==> src/rtl/tmr_irq_flags.sv <==
module tmr_irq_flags #(
  parameter int W  = 8,
  parameter int IW = $clog2(W),
  parameter int RSV = 1
) (
  input  logic          clk,
  input  logic          rst_n,
  input  logic          t0_wrap,
  input  logic          t1_wrap_top,
  input  logic          t1_wrap_bot,
  input  logic          t1_dual,
  input  logic          t1_cmp_a,
  input  logic          t1_cmp_b,
  input  logic          t1_capt,
  input  logic          t2_wrap_top,
  input  logic          t2_wrap_bot,
  input  logic          t2_dual,
  input  logic          t2_cmp,
  input  logic          flag_we,
  input  logic          en_we,
  input  logic [W-1:0]  wdata,
  input  logic          gie,
  input  logic          ack,
  input  logic [IW-1:0] ack_idx,
  output logic [W-1:0]  flags,
  output logic [W-1:0]  enables,
  output logic [W-1:0]  irq,
  output logic [IW-1:0] vec_idx,
  output logic          vec_valid
);

  logic t1_ovf_ev, t2_ovf_ev;
  logic [W-1:0] ev, wr_clr, ack_clr, nxt, keep;

  assign t1_ovf_ev = t1_dual ? t1_wrap_bot : t1_wrap_top;
  assign t2_ovf_ev = t2_dual ? t2_wrap_bot : t2_wrap_top;

  assign ev      = {t2_cmp, t2_ovf_ev, t1_capt, t1_cmp_a, t1_cmp_b, t1_ovf_ev, 1'b0, t0_wrap};
  assign wr_clr  = flag_we ? wdata : '0;
  assign ack_clr = ack ? (W'(1) << ack_idx) : '0;
  assign keep    = ~(W'(1) << RSV);
  assign nxt     = ((flags & ~(wr_clr | ack_clr)) | ev) & keep;

  always_ff @(posedge clk or negedge rst_n) begin
    if (!rst_n) begin
      flags   <= '0;
      enables <= '0;
    end else begin
      flags <= nxt;
      if (en_we) enables <= wdata;
    end
  end

  assign irq = flags & enables & {W{gie}};

  always_comb begin
    vec_idx = '0;
    for (int i = W - 1; i >= 0; i--)
      if (irq[i]) vec_idx = IW'(i);
  end

  assign vec_valid = |irq;

  assert_event_sets_R2: assert property (@(posedge clk) disable iff (!rst_n)
    t0_wrap |=> flags[0]);
  assert_event_sets_t2cmp_R2: assert property (@(posedge clk) disable iff (!rst_n)
    t2_cmp |=> flags[7]);
  assert_write_clears_R3: assert property (@(posedge clk) disable iff (!rst_n)
    (flag_we && wdata[4] && !t1_cmp_a) |=> !flags[4]);
  assert_write_zero_keeps_R3: assert property (@(posedge clk) disable iff (!rst_n)
    (flag_we && !wdata[5] && !ack && flags[5]) |=> flags[5]);
  assert_ack_clears_R4: assert property (@(posedge clk) disable iff (!rst_n)
    (ack && ack_idx == 3'd3 && !t1_cmp_b) |=> !flags[3]);
  assert_ack_spares_other_R4: assert property (@(posedge clk) disable iff (!rst_n)
    (ack && ack_idx == 3'd3 && !flag_we && flags[4]) |=> flags[4]);
  assert_event_wins_R5: assert property (@(posedge clk) disable iff (!rst_n)
    (t1_capt && (flag_we || ack)) |=> flags[5]);
  assert_gie_gates_R7: assert property (@(posedge clk) disable iff (!rst_n)
    (irq != '0) |-> gie);
  assert_vec_lowest_R8: assert property (@(posedge clk) disable iff (!rst_n)
    vec_valid |-> (irq[vec_idx] && ((irq & ((W'(1) << vec_idx) - W'(1))) == '0)));
  assert_mode_ignores_top_R9: assert property (@(posedge clk) disable iff (!rst_n)
    (t1_dual && t1_wrap_top && !t1_wrap_bot && !flags[2]) |=> !flags[2]);
  assert_enable_load_R10: assert property (@(posedge clk) disable iff (!rst_n)
    en_we |=> (enables == $past(wdata)));

endmodule

==> config.mk <==
export PLATFORM = sky130hd
export DESIGN_NAME = tmr_irq_flags
export DESIGN_NICKNAME = d
export VERILOG_FILES = /design/src/rtl/tmr_irq_flags.sv
export SDC_FILE = /design/constraint.sdc
export NUM_CORES = 1
export LEC_CHECK = 0
export ABC_CLOCK_PERIOD_IN_PS = 2900
export BUFFER_PORTS_ARGS = -buffer_cell sky130_fd_sc_hd__buf_2
export CAP_MARGIN = 20
export CORE_MARGIN = 2
export CORE_UTILIZATION = 43
export CTS_CLUSTER_SIZE = 20
export DETAILED_ROUTE_END_ITERATION = 8
export HOLD_SLACK_MARGIN = 0.1
export PLACE_DENSITY = 0.83
export SLEW_MARGIN = 10
export SYNTH_ARGS = -nofsm -noshare
export SYNTH_HDL_FRONTEND = slang
export SYNTH_SLANG_ARGS = --single-unit
==> constraint.sdc <==
create_clock -name clk -period 2.9 [get_ports clk]
set_clock_uncertainty 0.2 [all_clocks]
set_input_delay 0.145 -clock clk [delete_from_list [all_inputs] [get_ports clk]]
set_output_delay 0.145 -clock clk [all_outputs]
set_load 0.02 [all_outputs]
# Word level (Yosys, flattened, before mapping)
# Index checks and enable logic that the tools add are counted.
# Widths: inputs -> output; s select.
classes:
  n_bitwise: 6
  n_reduce_logical: 1
  muxes: 12
  n_shift: 1
ops:
  columns: ["cell", "count"]
  rows:
  - ["$and 8x8->8", 3]
  - ["$mux 3", 8]
  - ["$mux 8", 2]
  - ["$or 8x8->8", 2]
  - ["$not 8->8", 1]
  - ["$reduce_or 8->1", 1]
  - ["$shl 1x3->8 const A", 1]
  - ["$mux 1", 2]
word_totals:
  reg_bits: 15
  output_inout_bits: 28
  wordCells: 22

# Logic depth before layout (Yosys ltp)
logic_depth:
  ltp_word: 10
  mapped_depth: 4
  ltp_nobuf: 3

# Least setup slack after synthesis
# OpenSTA, ideal clock, no wires.
synth_timing:
  path_type: "reg2out"
  startpoint: "register flags[3]"
  endpoint: "output vec_idx[0]"
  t_arrival_ns: 1.593
  slack_ns: 0.962
  path_stages_with_launch: 5
  n_path_buf: 1
  cell_sequence: "dfrtp_1 and3_1 clkbuf_1 a31oi_1 a211oi_1"
synth_between:
  elab_chain_cells: 6
synth_lines:
  columns: ["element", "line", "rtl"]
  rows:
  - ["start, declared", "25", "output logic [W-1:0] flags,"]
  - ["start signal, assigned", "49", "flags <= nxt;"]
  - ["$and 8x8->8 (2 in a row)", "54", "assign irq = flags & enables & {W{gie}};"]
  - ["net irq[3]", "27", "output logic [W-1:0] irq,"]
  - ["$mux 3 (4 in a row)", "59", "if (irq[i]) vec_idx = IW'(i);"]
  - ["end, declared", "28", "output logic [IW-1:0] vec_idx,"]
# The timed path passes the listed nets, and every way through them passes these cells.

# Final worst setup path
layout_timing:
  startpoint: "input t1_wrap_top"
  endpoint: "register flags[2]"
layout_between:
  elab_chain_cells: 2
layout_lines:
  columns: ["element", "line", "rtl"]
  rows:
  - ["start, declared", "9", "input logic t1_wrap_top,"]
  - ["$mux 1", "35", "assign t1_ovf_ev = t1_dual ? t1_wrap_bot : t1_wrap_top;"]
  - ["$or 8x8->8", "42", "assign nxt = ((flags & ~(wr_clr | ack_clr)) | ev) & keep;"]
  - ["net nxt[2]", "33", "logic [W-1:0] ev, wr_clr, ack_clr, nxt, keep;"]
# The timed path passes the listed nets, and every way through them passes these cells.
# A chain may end at the register's enable or synchronous reset.

==> impl_metrics.json <==
{
  "status": "completed",
  "finalCriticalPeriod_ps": 2134,
  "rr_startpoint": "enables[7]",
  "vias_per_cell": 5.674,
  "avgRoutedWirePerCell_um": 18.39,
  "hold_slack_ps": 507.0,
  "first_pass_iters": 4,
  "min_from": "gie",
  "p_clk_share_pct": 20.3,
  "synth-compound-area-share_pct": 14.31,
  "p_switching_mw": 0.2183,
  "grtUsageTotal_pct": 33.57,
  "synth.distinct_cells": 26,
  "start_util_pct": 46.59,
  "critPathMaxFanout": 1,
  "overflow": 0,
  "io_buffers": 53,
  "required_ps": 2870,
  "p_leak_nw": 0.7125,
  "syn_area_um2": 813.3,
  "cts-root-buf": "clkbuf_4",
  "seq_power_share_pct": 41.3,
  "detail-route-antenna-nets": 0,
  "layout.nets": 197,
  "cts_buffers": 3,
  "peakVddDrop_mv": 0.4241,
  "end_kind": "register",
  "maxSlewViolCount": 0,
  "cp_data_arrival_time_ps": 2110,
  "clock_latency_ps": 280,
  "grt_first_pass_wirelength_mm": 5.009,
  "syn_area_per_cell_um2": 10.04,
  "synth.area.mux_share_pct": 13.54,
  "core_area_um2": 1745,
  "wl_mm": 3.549,
  "setup-tns-final_ps": 0,
  "syn_inst": 81,
  "fp.dieH_um": 47.49,
  "synth_simple_gate_area_share_pct": 22.15,
  "intPower_mw": 0.3946,
  "fmax_mhz": 468.7,
  "maxCapViolations": 0,
  "area_delta_synth_final_pct": 78.61,
  "p_sw_share_pct": 35.62,
  "final-setup-viol-count": 0,
  "rsz0062_at_grt": "false",
  "htreeDepth": 1,
  "drcViolationCount": 0,
  "slew_headroom_pct": 48.89,
  "power.total_mw": 0.6129,
  "n_antenna_cell": 0,
  "grt_pass1_vias": 1111,
  "ios": 56,
  "path_class": "input pin to register",
  "die_area_um2": 2255,
  "cts.sink_count": 15,
  "min_path_type": "input pin to primary output",
  "synth_fa_ha_area_share_pct": 0,
  "synth-xor-area-share_pct": 0,
  "cts_buffer_depth": 2,
  "grt_max_degree": 16,
  "cts.clk_slew.worst_paths_ps": 80,
  "final_cell_area_um2": 1453,
  "period_share_pct": 73.57,
  "cts_tree": "yes",
  "seq_area_frac_synth_pct": 46.15,
  "synth_top_family_by_area": "simple AND/OR/NAND/NOR gates",
  "dieWidth_um": 47.49,
  "tightest_slew_ps": 764.1,
  "cp-start-kind": "input pin",
  "powerDensity_nw_per_um2": 421.9,
  "dp_hpwl_mm": 1.673,
  "antenna_found_initial": 0,
  "synth_warnings": 0,
  "place_area_um2": 1086,
  "drive_gt1_share_pct": 42.26,
  "rows": 15,
  "hold_violations": 0,
  "p_comb_share_pct": 38.4,
  "place_congestion": 0.8100,
  "num_vias": 1095,
  "synth_seq_cells": 15,
  "crit_start": "t1_wrap_top",
  "drtIter0Drc": 46,
  "post_cts_resized": 0
}
## metal layers
layer  wire (µm)  global-route usage, %
met1        1274                  37.62
met2        1869                  61.35
met3         302                  7.170
met4         102                  13.33
met5           0                      0
## final cells by class
class | count | area [µm²]
Sequential cell | 15 | 375.4
Multi-Input combinational cell | 62 | 414.1
Tap cell | 25 | 31.28
Clock buffer | 4 | 26.28
Timing Repair Buffer | 87 | 605.6
Fill cell | 90 | 292.8
## metrics by stage
stage                     cells  utilization, %  setup WS, ps
after floorplan              82               -         961.9
after global placement      155           62.22          1263
after detailed placement    155           62.22          1218
after CTS                   193           83.23         823.7
after global routing        193           83.23         727.7
final                       193           83.23         766.4
## critical path: stages
cell,delay (ps)
dlygate4sd3_1,550
buf_2,130
mux2i_1,110
dlygate4sd3_1,560
o21ai_0,60
dlygate4sd3_1,550
## Yosys cell counts
cell | n | share of area, %
a21boi_0 | 1 | 0.92
buf_4 | 2 | 1.8
nand4_1 | 1 | 0.77
nor2_1 | 2 | 0.92
nand2_1 | 16 | 7.4
mux2_2 | 8 | 11
dfrtp_1 | 15 | 46
nor3_1 | 1 | 0.61
o21ai_2 | 1 | 1.1
buf_2 | 1 | 0.61
a31o_2 | 5 | 5.4
and3b_1 | 1 | 1.1
nand4b_1 | 2 | 2.2
conb_1 | 1 | 0.46
clkbuf_1 | 2 | 0.92
nor2b_1 | 1 | 0.77
a22o_1 | 3 | 3.2
a31oi_1 | 2 | 1.5
or3b_1 | 1 | 1.1
and3_1 | 6 | 4.6
and3_2 | 1 | 0.92
o21ai_0 | 1 | 0.61
a211oi_1 | 1 | 0.92
mux2i_1 | 2 | 2.5
a21oi_1 | 1 | 0.61
nand3_1 | 3 | 1.8
## cell families (layout without fill, tap and decap cells)
family | after synthesis | count (layout)
and+or+nand+nor | 35 | 35
AOI/OAI and AO/OA | 15 | 15
DFF | 15 | 15
muxes | 10 | 10
buffers and inverters | 5 | 91
other | 1 | 2
## state kept, by name, summed over array words and instances (netlist names)
signal and cells:
enables 8, flags 7
## power groups by stage
stage / sequential (mW) / combinational [mW] / clock, mW
floorplan: 0.274 / 0.0817 / 0
global placement: 0.250 / 0.171 / 0
detailed placement: 0.253 / 0.173 / 0
CTS: 0.249 / 0.220 / 0.119
global route: 0.254 / 0.247 / 0.132
finish: 0.253 / 0.235 / 0.125
## path summary, 6_finish.rpt
| kind | to | slack [ps] | cells after the start |
|---|---|---|---|
| worst min-delay path | vec_idx[1] | 510 | 4 |
| max in group asynchronous | enables[0] | 1200 | 3 |
| min in group asynchronous | flags[6] | 810 | 3 |
| worst max register to register | enables[7] | 1290 | 2 |
| worst min register to register | enables[1] | 910 | 2 |
| worst max-delay path | flags[2] | 770 | 6 |
## timing repair
item / in CTS / in global routing
setup buffers: 0 / 0
hold buffers: 34 / 0
setup endpoints to repair: 0 / 0
endpoints found under the hold margin: 30 / 0
## cells in the final DEF (no fill, tap or decap), types with 2 or more instances in the layout
master	n
nor2_1	2
mux2_2	8
a31o_2	5
and3_1	6
buf_2	53
nand2_1	16
conb_1	2
nand4b_1	2
dlygate4sd3_1	34
mux2i_1	2
dfrtp_1	15
a31oi_1	2
clkbuf_4	3
a22o_1	3
nand3_1	3
(Power assumes the default switching activity.)
